===== src/rtl/fdc_seq_pkg.sv =====
package fdc_seq_pkg;
  localparam int MAX_PAR = 8;
  localparam int MAX_RES = 7;
  localparam int PAR_W   = $clog2(MAX_PAR + 1);
  localparam int RES_W   = $clog2(MAX_RES + 1);
  localparam logic [7:0] ST0_BAD_CMD = 8'h80;

  typedef enum logic [4:0] {
    OP_RD_TRACK = 5'h02, OP_SPECIFY = 5'h03, OP_SNS_DRV = 5'h04,
    OP_WR_DATA  = 5'h05, OP_RD_DATA = 5'h06, OP_RECAL   = 5'h07,
    OP_SNS_INT  = 5'h08, OP_WR_DEL  = 5'h09, OP_RD_ID   = 5'h0A,
    OP_RD_DEL   = 5'h0C, OP_FORMAT  = 5'h0D, OP_SEEK    = 5'h0F,
    OP_SCAN_EQ  = 5'h11, OP_SCAN_LE = 5'h19, OP_SCAN_HE = 5'h1D
  } opcode_e;

  typedef enum logic [1:0] {PH_CMD, PH_PARAM, PH_EXEC, PH_RESULT} phase_e;
endpackage


===== src/rtl/fdc_cmd_decode.sv =====
module fdc_cmd_decode
  import fdc_seq_pkg::*;
(
  input  logic [4:0]       op_i,
  output logic             valid_o,
  output logic             sns_int_o,
  output logic [PAR_W-1:0] npar_o,
  output logic [RES_W-1:0] nres_o
);
  always_comb begin
    valid_o = 1'b1;
    npar_o  = '0;
    nres_o  = '0;
    unique case (op_i)
      OP_RD_DATA, OP_RD_DEL, OP_WR_DATA, OP_WR_DEL, OP_RD_TRACK,
      OP_SCAN_EQ, OP_SCAN_LE, OP_SCAN_HE: begin
        npar_o = PAR_W'(8); nres_o = RES_W'(7);
      end
      OP_FORMAT:  begin npar_o = PAR_W'(5); nres_o = RES_W'(7); end
      OP_RD_ID:   begin npar_o = PAR_W'(1); nres_o = RES_W'(7); end
      OP_SEEK:    npar_o = PAR_W'(2);
      OP_SPECIFY: npar_o = PAR_W'(2);
      OP_RECAL:   npar_o = PAR_W'(1);
      OP_SNS_DRV: begin npar_o = PAR_W'(1); nres_o = RES_W'(1); end
      OP_SNS_INT: nres_o = RES_W'(2);
      default:    valid_o = 1'b0;
    endcase
  end
  assign sns_int_o = (op_i == OP_SNS_INT);
endmodule


===== src/rtl/fdc_ready_timer.sv =====
module fdc_ready_timer #(
  parameter int HOLD_CYC = 3
) (
  input  logic clk_i,
  input  logic rst_ni,
  input  logic kick_i,
  output logic ready_o
);
  localparam int CW = $clog2(HOLD_CYC + 1);
  logic [CW-1:0] cnt_q;

  always_ff @(posedge clk_i or negedge rst_ni) begin
    if (!rst_ni)            cnt_q <= '0;
    else if (kick_i)        cnt_q <= CW'(HOLD_CYC);
    else if (cnt_q != '0)   cnt_q <= cnt_q - 1'b1;
  end
  assign ready_o = (cnt_q == '0);
endmodule


===== src/rtl/fdc_result_buf.sv =====
module fdc_result_buf
  import fdc_seq_pkg::*;
(
  input  logic                 clk_i,
  input  logic                 rst_ni,
  input  logic                 load_i,
  input  logic [RES_W-1:0]     load_cnt_i,
  input  logic [MAX_RES*8-1:0] load_data_i,
  input  logic                 pop_i,
  output logic [7:0]           head_o,
  output logic                 last_o
);
  logic [7:0]       sr_q [MAX_RES];
  logic [RES_W-1:0] rem_q;

  for (genvar i = 0; i < MAX_RES; i++) begin : g_slot
    always_ff @(posedge clk_i or negedge rst_ni) begin
      if (!rst_ni)     sr_q[i] <= '0;
      else if (load_i) sr_q[i] <= load_data_i[8*i +: 8];
      else if (pop_i) begin
        if (i == MAX_RES - 1) sr_q[i] <= '0;
        else                  sr_q[i] <= sr_q[(i + 1) % MAX_RES];
      end
    end
  end

  always_ff @(posedge clk_i or negedge rst_ni) begin
    if (!rst_ni)                     rem_q <= '0;
    else if (load_i)                 rem_q <= load_cnt_i;
    else if (pop_i && rem_q != '0)   rem_q <= rem_q - 1'b1;
  end

  assign head_o = sr_q[0];
  assign last_o = (rem_q == RES_W'(1));
endmodule


===== src/rtl/fdc_host_seq.sv =====
module fdc_host_seq
  import fdc_seq_pkg::*;
#(
  parameter int HOLD_CYC = 3
) (
  input  logic                 clk_i,
  input  logic                 rst_ni,
  input  logic                 wr_i,
  input  logic [7:0]           wdata_i,
  input  logic                 rd_i,
  output logic [7:0]           rdata_o,
  output logic [7:0]           msr_o,
  input  logic                 irq_pend_i,
  output logic                 start_o,
  output logic [4:0]           opcode_o,
  output logic [2:0]           flags_o,
  output logic [MAX_PAR*8-1:0] params_o,
  input  logic                 done_i,
  input  logic [MAX_RES*8-1:0] res_i
);
  localparam int IDX_W = $clog2(MAX_PAR);

  phase_e           ph_q;
  logic             start_q;
  logic [4:0]       op_q;
  logic [2:0]       flg_q;
  logic [7:0]       par_q [MAX_PAR];
  logic [IDX_W-1:0] pidx_q;
  logic [PAR_W-1:0] npar_q;
  logic [RES_W-1:0] nres_q;

  logic             dec_valid, dec_sns;
  logic [PAR_W-1:0] dec_npar;
  logic [RES_W-1:0] dec_nres;
  logic             ready, rqm, dio, wr_ok, rd_ok, last_par;
  logic             buf_load, buf_last;
  logic [RES_W-1:0] buf_cnt;
  logic [MAX_RES*8-1:0] buf_data;
  logic             cmd_err;

  fdc_cmd_decode u_dec (
    .op_i(wdata_i[4:0]), .valid_o(dec_valid), .sns_int_o(dec_sns),
    .npar_o(dec_npar), .nres_o(dec_nres)
  );

  assign rqm   = ready && (ph_q != PH_EXEC);
  assign dio   = (ph_q == PH_RESULT);
  assign wr_ok = wr_i && rqm && !dio;
  assign rd_ok = rd_i && rqm && dio;

  fdc_ready_timer #(.HOLD_CYC(HOLD_CYC)) u_tmr (
    .clk_i, .rst_ni, .kick_i(wr_ok || rd_ok), .ready_o(ready)
  );

  // local error answer: unknown opcode or sense-interrupt with nothing pending
  assign cmd_err  = (ph_q == PH_CMD) && wr_ok && (!dec_valid || (dec_sns && !irq_pend_i));
  assign last_par = ({1'b0, pidx_q} == PAR_W'(npar_q - 1'b1));
  assign buf_load = cmd_err || ((ph_q == PH_EXEC) && done_i && nres_q != '0);
  assign buf_cnt  = cmd_err ? RES_W'(1) : nres_q;
  assign buf_data = cmd_err ? {{(MAX_RES-1)*8{1'b0}}, ST0_BAD_CMD} : res_i;

  fdc_result_buf u_res (
    .clk_i, .rst_ni, .load_i(buf_load), .load_cnt_i(buf_cnt),
    .load_data_i(buf_data), .pop_i(rd_ok), .head_o(rdata_o), .last_o(buf_last)
  );

  always_ff @(posedge clk_i or negedge rst_ni) begin
    if (!rst_ni) begin
      ph_q    <= PH_CMD;
      start_q <= 1'b0;
      op_q    <= '0;
      flg_q   <= '0;
      pidx_q  <= '0;
      npar_q  <= '0;
      nres_q  <= '0;
    end else begin
      start_q <= 1'b0;
      unique case (ph_q)
        PH_CMD: if (wr_ok) begin
          op_q   <= wdata_i[4:0];
          flg_q  <= wdata_i[7:5];
          pidx_q <= '0;
          npar_q <= dec_npar;
          nres_q <= dec_nres;
          if (cmd_err)              ph_q <= PH_RESULT;
          else if (dec_npar == '0) begin
            ph_q    <= PH_EXEC;
            start_q <= 1'b1;
          end else                  ph_q <= PH_PARAM;
        end
        PH_PARAM: if (wr_ok) begin
          if (last_par) begin
            ph_q    <= PH_EXEC;
            start_q <= 1'b1;
          end else pidx_q <= pidx_q + 1'b1;
        end
        PH_EXEC: if (done_i) ph_q <= (nres_q == '0) ? PH_CMD : PH_RESULT;
        PH_RESULT: if (rd_ok && buf_last) ph_q <= PH_CMD;
        default: ph_q <= PH_CMD;
      endcase
    end
  end

  for (genvar k = 0; k < MAX_PAR; k++) begin : g_par
    always_ff @(posedge clk_i or negedge rst_ni) begin
      if (!rst_ni)                                     par_q[k] <= '0;
      else if (ph_q == PH_CMD && wr_ok)                par_q[k] <= '0;
      else if (ph_q == PH_PARAM && wr_ok && pidx_q == IDX_W'(k)) par_q[k] <= wdata_i;
    end
    assign params_o[8*k +: 8] = par_q[k];
  end

  assign start_o  = start_q;
  assign opcode_o = op_q;
  assign flags_o  = flg_q;
  assign msr_o    = {rqm, dio, (ph_q == PH_EXEC), (ph_q != PH_CMD), 4'b0000};
endmodule


===== config.mk =====
export PLATFORM = sky130hd
export DESIGN_NAME = fdc_host_seq
export DESIGN_NICKNAME = d
export VERILOG_FILES = /design/src/rtl/fdc_seq_pkg.sv /design/src/rtl/fdc_cmd_decode.sv /design/src/rtl/fdc_ready_timer.sv /design/src/rtl/fdc_result_buf.sv /design/src/rtl/fdc_host_seq.sv
export SDC_FILE = /design/constraint.sdc
export NUM_CORES = 1
export LEC_CHECK = 0
export ABC_CLOCK_PERIOD_IN_PS = 2600
export BUFFER_PORTS_ARGS = -buffer_cell sky130_fd_sc_hd__buf_2
export CAP_MARGIN = 10
export CORE_MARGIN = 4
export CORE_UTILIZATION = 35
export CTS_CLUSTER_DIAMETER = 200
export DETAILED_ROUTE_END_ITERATION = 10
export PLACE_DENSITY = 0.52
export SETUP_SLACK_MARGIN = 0.05
export SLEW_MARGIN = 10
export SYNTH_ARGS = -nofsm -noshare
export SYNTH_HDL_FRONTEND = slang
export SYNTH_SLANG_ARGS = --single-unit

===== constraint.sdc =====
create_clock -name clk_i -period 2.6 [get_ports clk_i]
set_input_delay 0.13 -clock clk_i [delete_from_list [all_inputs] [get_ports clk_i]]
set_output_delay 0.13 -clock clk_i [all_outputs]
set_load 0.01 [all_outputs]

# Yosys cells after proc, flatten, opt, wreduce, memory -nomap -nowiden
# Index checks and enable logic that the tools add are counted.
# classes
add_sub_neg	4
eq_ne	34
n_mux	58
n_reduce_logical	56
# ops
op	count
two-way mux 8 bit	30
two-way mux 56 bit	1
equality test 5 x 4 -> 1 bit, second input constant	6
nonzero test 2 bit	14
logical AND 1 bit	21
equality test 5 x 3 -> 1 bit, second input constant	4
two-way mux 2 bit	10
two-way mux 3 bit	6
one-hot mux 4 bit (4 select lines)	1
equality test 5 bit, second input constant	3
OR reduction 15 bit	1
equality test 3 bit, second input constant	4
equality test 5 x 2 -> 1 bit, second input constant	2
!= test 2 bit, second input constant	5
OR reduction 10 bit	1
one-hot mux 3 bit (3 select lines)	1
one-hot mux 2 bit (4 select lines)	1
OR reduction 8 bit	1
equality test 3 x 1 -> 1 bit, second input constant	2
equality test 3 x 2 -> 1 bit, second input constant	2
logical NOT 3 bit	2
two-way mux 1 bit	6
one-hot mux 3 bit (2 select lines)	1
nonzero test 3 bit	2
18 further kinds	25
# word_totals
ff_bits	146
input_bits	70
out_inout_bits	89
word_cells	176

# Depth between registers and ports, before layout
# logic_depth
word_depth	9
ltp_mapped	9
mapped_depth_nobuf	7

# Cells and area by module
# A second synthesis with hierarchy kept.
# unflattened
hier_cells	712
hier_area_um2	7483.4
# modules_own_cells
mod	n_inst	cells_each	area_per_inst_um2	seq_area_each_um2
fdc_host_seq	1	379	4204.0	2127.0
fdc_result_buf	1	275	2874.0	1476.4
fdc_cmd_decode	1	48	300.3	0.0
fdc_ready_timer	1	10	105.1	50.0

# Worst setup path before layout
# No wires, ideal clock.
# synth_path
path_type	reg2reg
startpoint	register u_tmr.cnt_q[0]
endpoint	register par_q (netlist bit params_o[16])
setup_ns	0.132
t_arrival_ns	1.748
t_required_ns	2.468
path_slack_ns	0.720
path_stages_with_launch	10
n_path_buf	2
synth_period_minus_slack_ns	1.880
cell_sequence	dfrtp_1 inv_1 ha_1 buf_4 nand2_2 or2_1 buf_6 nor3_4 mux2i_1 nor2_1
# synth_via
elab_chain_len	7
elab_cells_between_ends	9
classes_between	1 x mux; 8 x reduce/logical
# synth_rtl
element	line	rtl
start: declaration	fdc_ready_timer.sv:10	logic [CW-1:0] cnt_q;
start signal: assignment	fdc_ready_timer.sv:14	else if (kick_i) cnt_q <= CW'(HOLD_CYC);
start signal: assignment	fdc_ready_timer.sv:15	else if (cnt_q != '0) cnt_q <= cnt_q - 1'b1;
logical NOT 2 bit *	fdc_ready_timer.sv:17	assign ready_o = (cnt_q == '0);
logical AND 1 bit *	fdc_host_seq.sv:46	assign rqm = ready && (ph_q != PH_EXEC);
logical AND 1 bit * (2 in a row)	fdc_host_seq.sv:48	assign wr_ok = wr_i && rqm && !dio;
logical AND 1 bit (2 in a row)	fdc_host_seq.sv:108	else if (ph_q == PH_PARAM && wr_ok && pidx_q == IDX_W'(k)) par_q[k] <= wdata_i;
nonzero test 2 bit (no line)	--	
end signal: indexed assignment	fdc_host_seq.sv:108	
end: declaration	fdc_host_seq.sv:27	logic [7:0] par_q [MAX_PAR];
# Every way passes the cells marked *; elsewhere a longest branch is shown, timed or not.
# A chain may end at the register's enable or synchronous reset.

# Worst setup path in the final report
# layout_path
startpoint	register u_tmr.cnt_q[0]
endpoint	register par_q (netlist bit params_o[22])
# The elaborated chain is that of the path after synthesis.

==> results_dict.tcl <==
set metrics [dict create \
    status "finished, final reports clean" \
    slew_headroom_pct 35.9 \
    ant_nets 0 \
    arrival_ns 2.63 \
    grt_max_degree 77 \
    drv_slew 0 \
    dr.pass1.iters 4 \
    ys.warnings.count 0 \
    chipWidth_um 149 \
    htreeDepth 4 \
    drt_iter0_markers 240 \
    rr_startpoint "u_tmr.cnt_q[0]$_DFFE_PN0P_" \
    place_area_um2 7860 \
    drv_cap 0 \
    cts.sinks 146 \
    hold_start "wdata_i[7]" \
    dieArea_um2 22200 \
    clk_latency_ns 0.42 \
    synth_edf_count 0 \
    fin_crit_sh_pct 89.7 \
    drt_drc_violations_left 0 \
    vias 5465 \
    period_needed_ns 2.33 \
    slowest_stage "nor3_4" \
    clk_pin_slew_worst_paths_ns 0.06 \
    io_pins 159 \
    synth_seq_cells 146 \
    final_area_um2 8980 \
    rrSetupSlack_ns 0.27 \
    ys_top_cells_by_count "146 x dfrtp_1, 108 x nand2_1, 98 x mux2i_1, 74 x o21ai_0, 57 x nor2_1" \
    syn_to_final_growth_pct 29.1 \
    drive_gt1_share_pct 25.3 \
    netlist_top_cells_area "dfrtp_1 52%, mux2i_1 14%, nand2_1 5.8%" \
    vdd_ir_drop_max_v 0.000475 \
    grt_overflow_total 0 \
    finalWirelength_mm 18.9 \
    fin_worst_skew_ns 0.00829 \
    hold_path_depth 3 \
    finalHoldViolCount 0 \
    diodes 0 \
    whs_ns 0.0271 \
    ys_seq_area_share_pct 52.5 \
    setup_viol 0 \
    gp_congestion 0.757 \
    worstPathCellList "inv_1, ha_1, nand2_2, or2_1, nor3_4, mux2i_1, nor2_1" \
    synth_ff_type "dfrtp_1" \
    hp-class "in -> reg" \
    start_kind "flop" \
    clockBufferDepth 2 \
    hpwl_mm 12.5 \
    cp_max_fo 9 \
    initial_core_util_pct 35.6 \
    wl_per_cell_um 16.7 \
    grt_use_total_pct 17.4 \
    synthCells 671 \
    power.density_nw_per_um2 1010 \
    yosysMostFrequentCell "dfrtp_1" \
    grt_pass1_wl_mm 30.5 \
    hold_end "flags_o[2]$_DFFE_PN0P_" \
    die_height_um 149 \
    via_per_inst 4.83 \
    critPathRequiredTime_ns 2.89 \
    rsz0062_at_grt "no" \
    cpPeakStageDelay_ns 0.55 \
    yosys.area.top_type "dfrtp_1" \
    cts_root_buf "clkbuf_16" \
    cts_setup_buffers 0 \
    cts_tree "built" \
    setup_tns_ns 0 \
    antenna_found_initial 1 \
    nets 934 \
    port_buffers 154 \
    grt_pass1_vias 5767 \
    r2r_end "params_o[22]$_DFFE_PN0P_" \
    worstMarginPinSlew_ns 0.962 \
    leakagePower_uw 0.00462 \
    end_kind "flop" \
    fmax_ghz 0.429 \
    crit_type "reg -> reg" \
    yosys.cell_types.count 60 \
    synthArstFlopShare_pct 100 \
    rows 51 \
    worst-r2r-cell-count 7 \
    synth_area_um2 6960 \
    synth.top_cell.area_share_pct 52.5 \
    core_area_um2 19500 \
    syn_avg_cell_area_um2 10.4 \
    cts_buffers 17 \
    nFillCells 1832 \
]
through the flow:
step                      utilization [%]  worst slack [ns]  total power, µW  instances
final                                46.0             0.267             9100       1131
after CTS                            46.0             0.276             9230       1131
after global placement               40.2             0.382             6680       1042
after detailed placement             40.2             0.284             6780       1042
after global routing                 46.0             0.118             9790       1131
after floorplan                         -             0.720             5740        674
kinds of logic (layout without fill, tap and decap cells):
logic type / after synthesis / count (layout) / synth area share [%]
AO/OA/AOI/OAI: 126 / 126 / 11.3
XOR/XNOR: 6 / 6 / 0.971
adder cells (fa/ha/maj): 11 / 11 / 1.98
buffers and inverters: 81 / 273 / 6.06
flip-flops: 146 / 146 / 52.5
multiplexers: 98 / 98 / 14.1
other: 1 / 4 / 0.0539
AND/OR/NAND/NOR: 202 / 202 / 13.0
sequential cells by signal (all words and copies together) (netlist names):
signal	count
flags_o	3
npar_q	4
nres_q	3
opcode_o	5
params_o	64
ph_q	2
pidx_q	3
start_o	1
u_res.head_o	8
u_res.rem_q	3
u_res.sr_q	48
u_tmr.cnt_q	2
worst max-delay path, delay by kind of cell (launching register included):
family / cells / cell delay [ns]
simple gates: 4 / 1.16
fa+ha+maj: 1 / 0.34
buf+inv: 1 / 0.06
flops: 1 / 0.39
mux: 1 / 0.25
report_power, final:
group | internal (µW) | switching [µW]
clock network | 1340 | 990
logic | 1310 | 1710
registers | 3170 | 570
total | 5830 | 3270
worst max-delay path by stage:
stage,endpoint,from,depth (start not counted)
after floorplan,params_o[16]$_DFFE_PN0P_,u_tmr.cnt_q[0]$_DFFE_PN0P_,9
after global placement,params_o[18]$_DFFE_PN0P_,u_tmr.cnt_q[0]$_DFFE_PN0P_,7
after detailed placement,params_o[18]$_DFFE_PN0P_,u_tmr.cnt_q[0]$_DFFE_PN0P_,7
after CTS,params_o[22]$_DFFE_PN0P_,u_tmr.cnt_q[0]$_DFFE_PN0P_,7
after global routing,params_o[19]$_DFFE_PN0P_,u_tmr.cnt_q[0]$_DFFE_PN0P_,7
final,params_o[22]$_DFFE_PN0P_,u_tmr.cnt_q[0]$_DFFE_PN0P_,7
area by class of cell:
type / instances / area, µm² / share of cell area (%)
multi-input combinational: 447 / 2900 / 32.3
clock inverter: 12 / 108 / 1.20
clock buffer: 20 / 447 / 4.97
timing repair buffer: 223 / 1480 / 16.4
sequential: 146 / 3650 / 40.7
inverter: 18 / 67.6 / 0.752
tap: 265 / 332 / 3.69
cell usage in the layout, fill, tap and decap left out, types with 2 or more instances in the layout:
master and n:
buf_2 153, nand4_1 4, or3_1 2, nor3_4 3, nor2b_1 6, nand2_1 108, nand2b_1 2, o21ai_0 74
a21o_1 2, conb_1 4, a21oi_1 7, buf_4 9, a22oi_1 3, o31ai_1 2, clkbuf_1 2, mux2i_1 98
clkinv_4 2, clkinv_2 4, o22ai_1 2, inv_1 18, buf_12 3, o21ai_2 10, a32o_1 8, nor2_4 4
dlygate4sd3_1 57, xor2_1 2, ha_1 11, clkinvlp_4 3, o21ai_1 2, inv_6 2, nor2_1 57, nand3_1 4
dfrtp_1 146, clkbuf_16 17, xnor2_1 3, or2_1 2
metal layers:
layer	up-vias	GRT usage [%]	routed length (µm)
li1	2624	-	-
met4	2	4.67	260
met2	151	29.2	9140
met1	2663	21.6	8190
met3	25	5.56	1320
met5	-	0	13
repair_timing:
action                    in CTS  in global routing
gates resized for setup        0                  0
hold buffers                  57                  0
hold endpoints to repair     130                  0
Power figures use the tool's default switching activity.
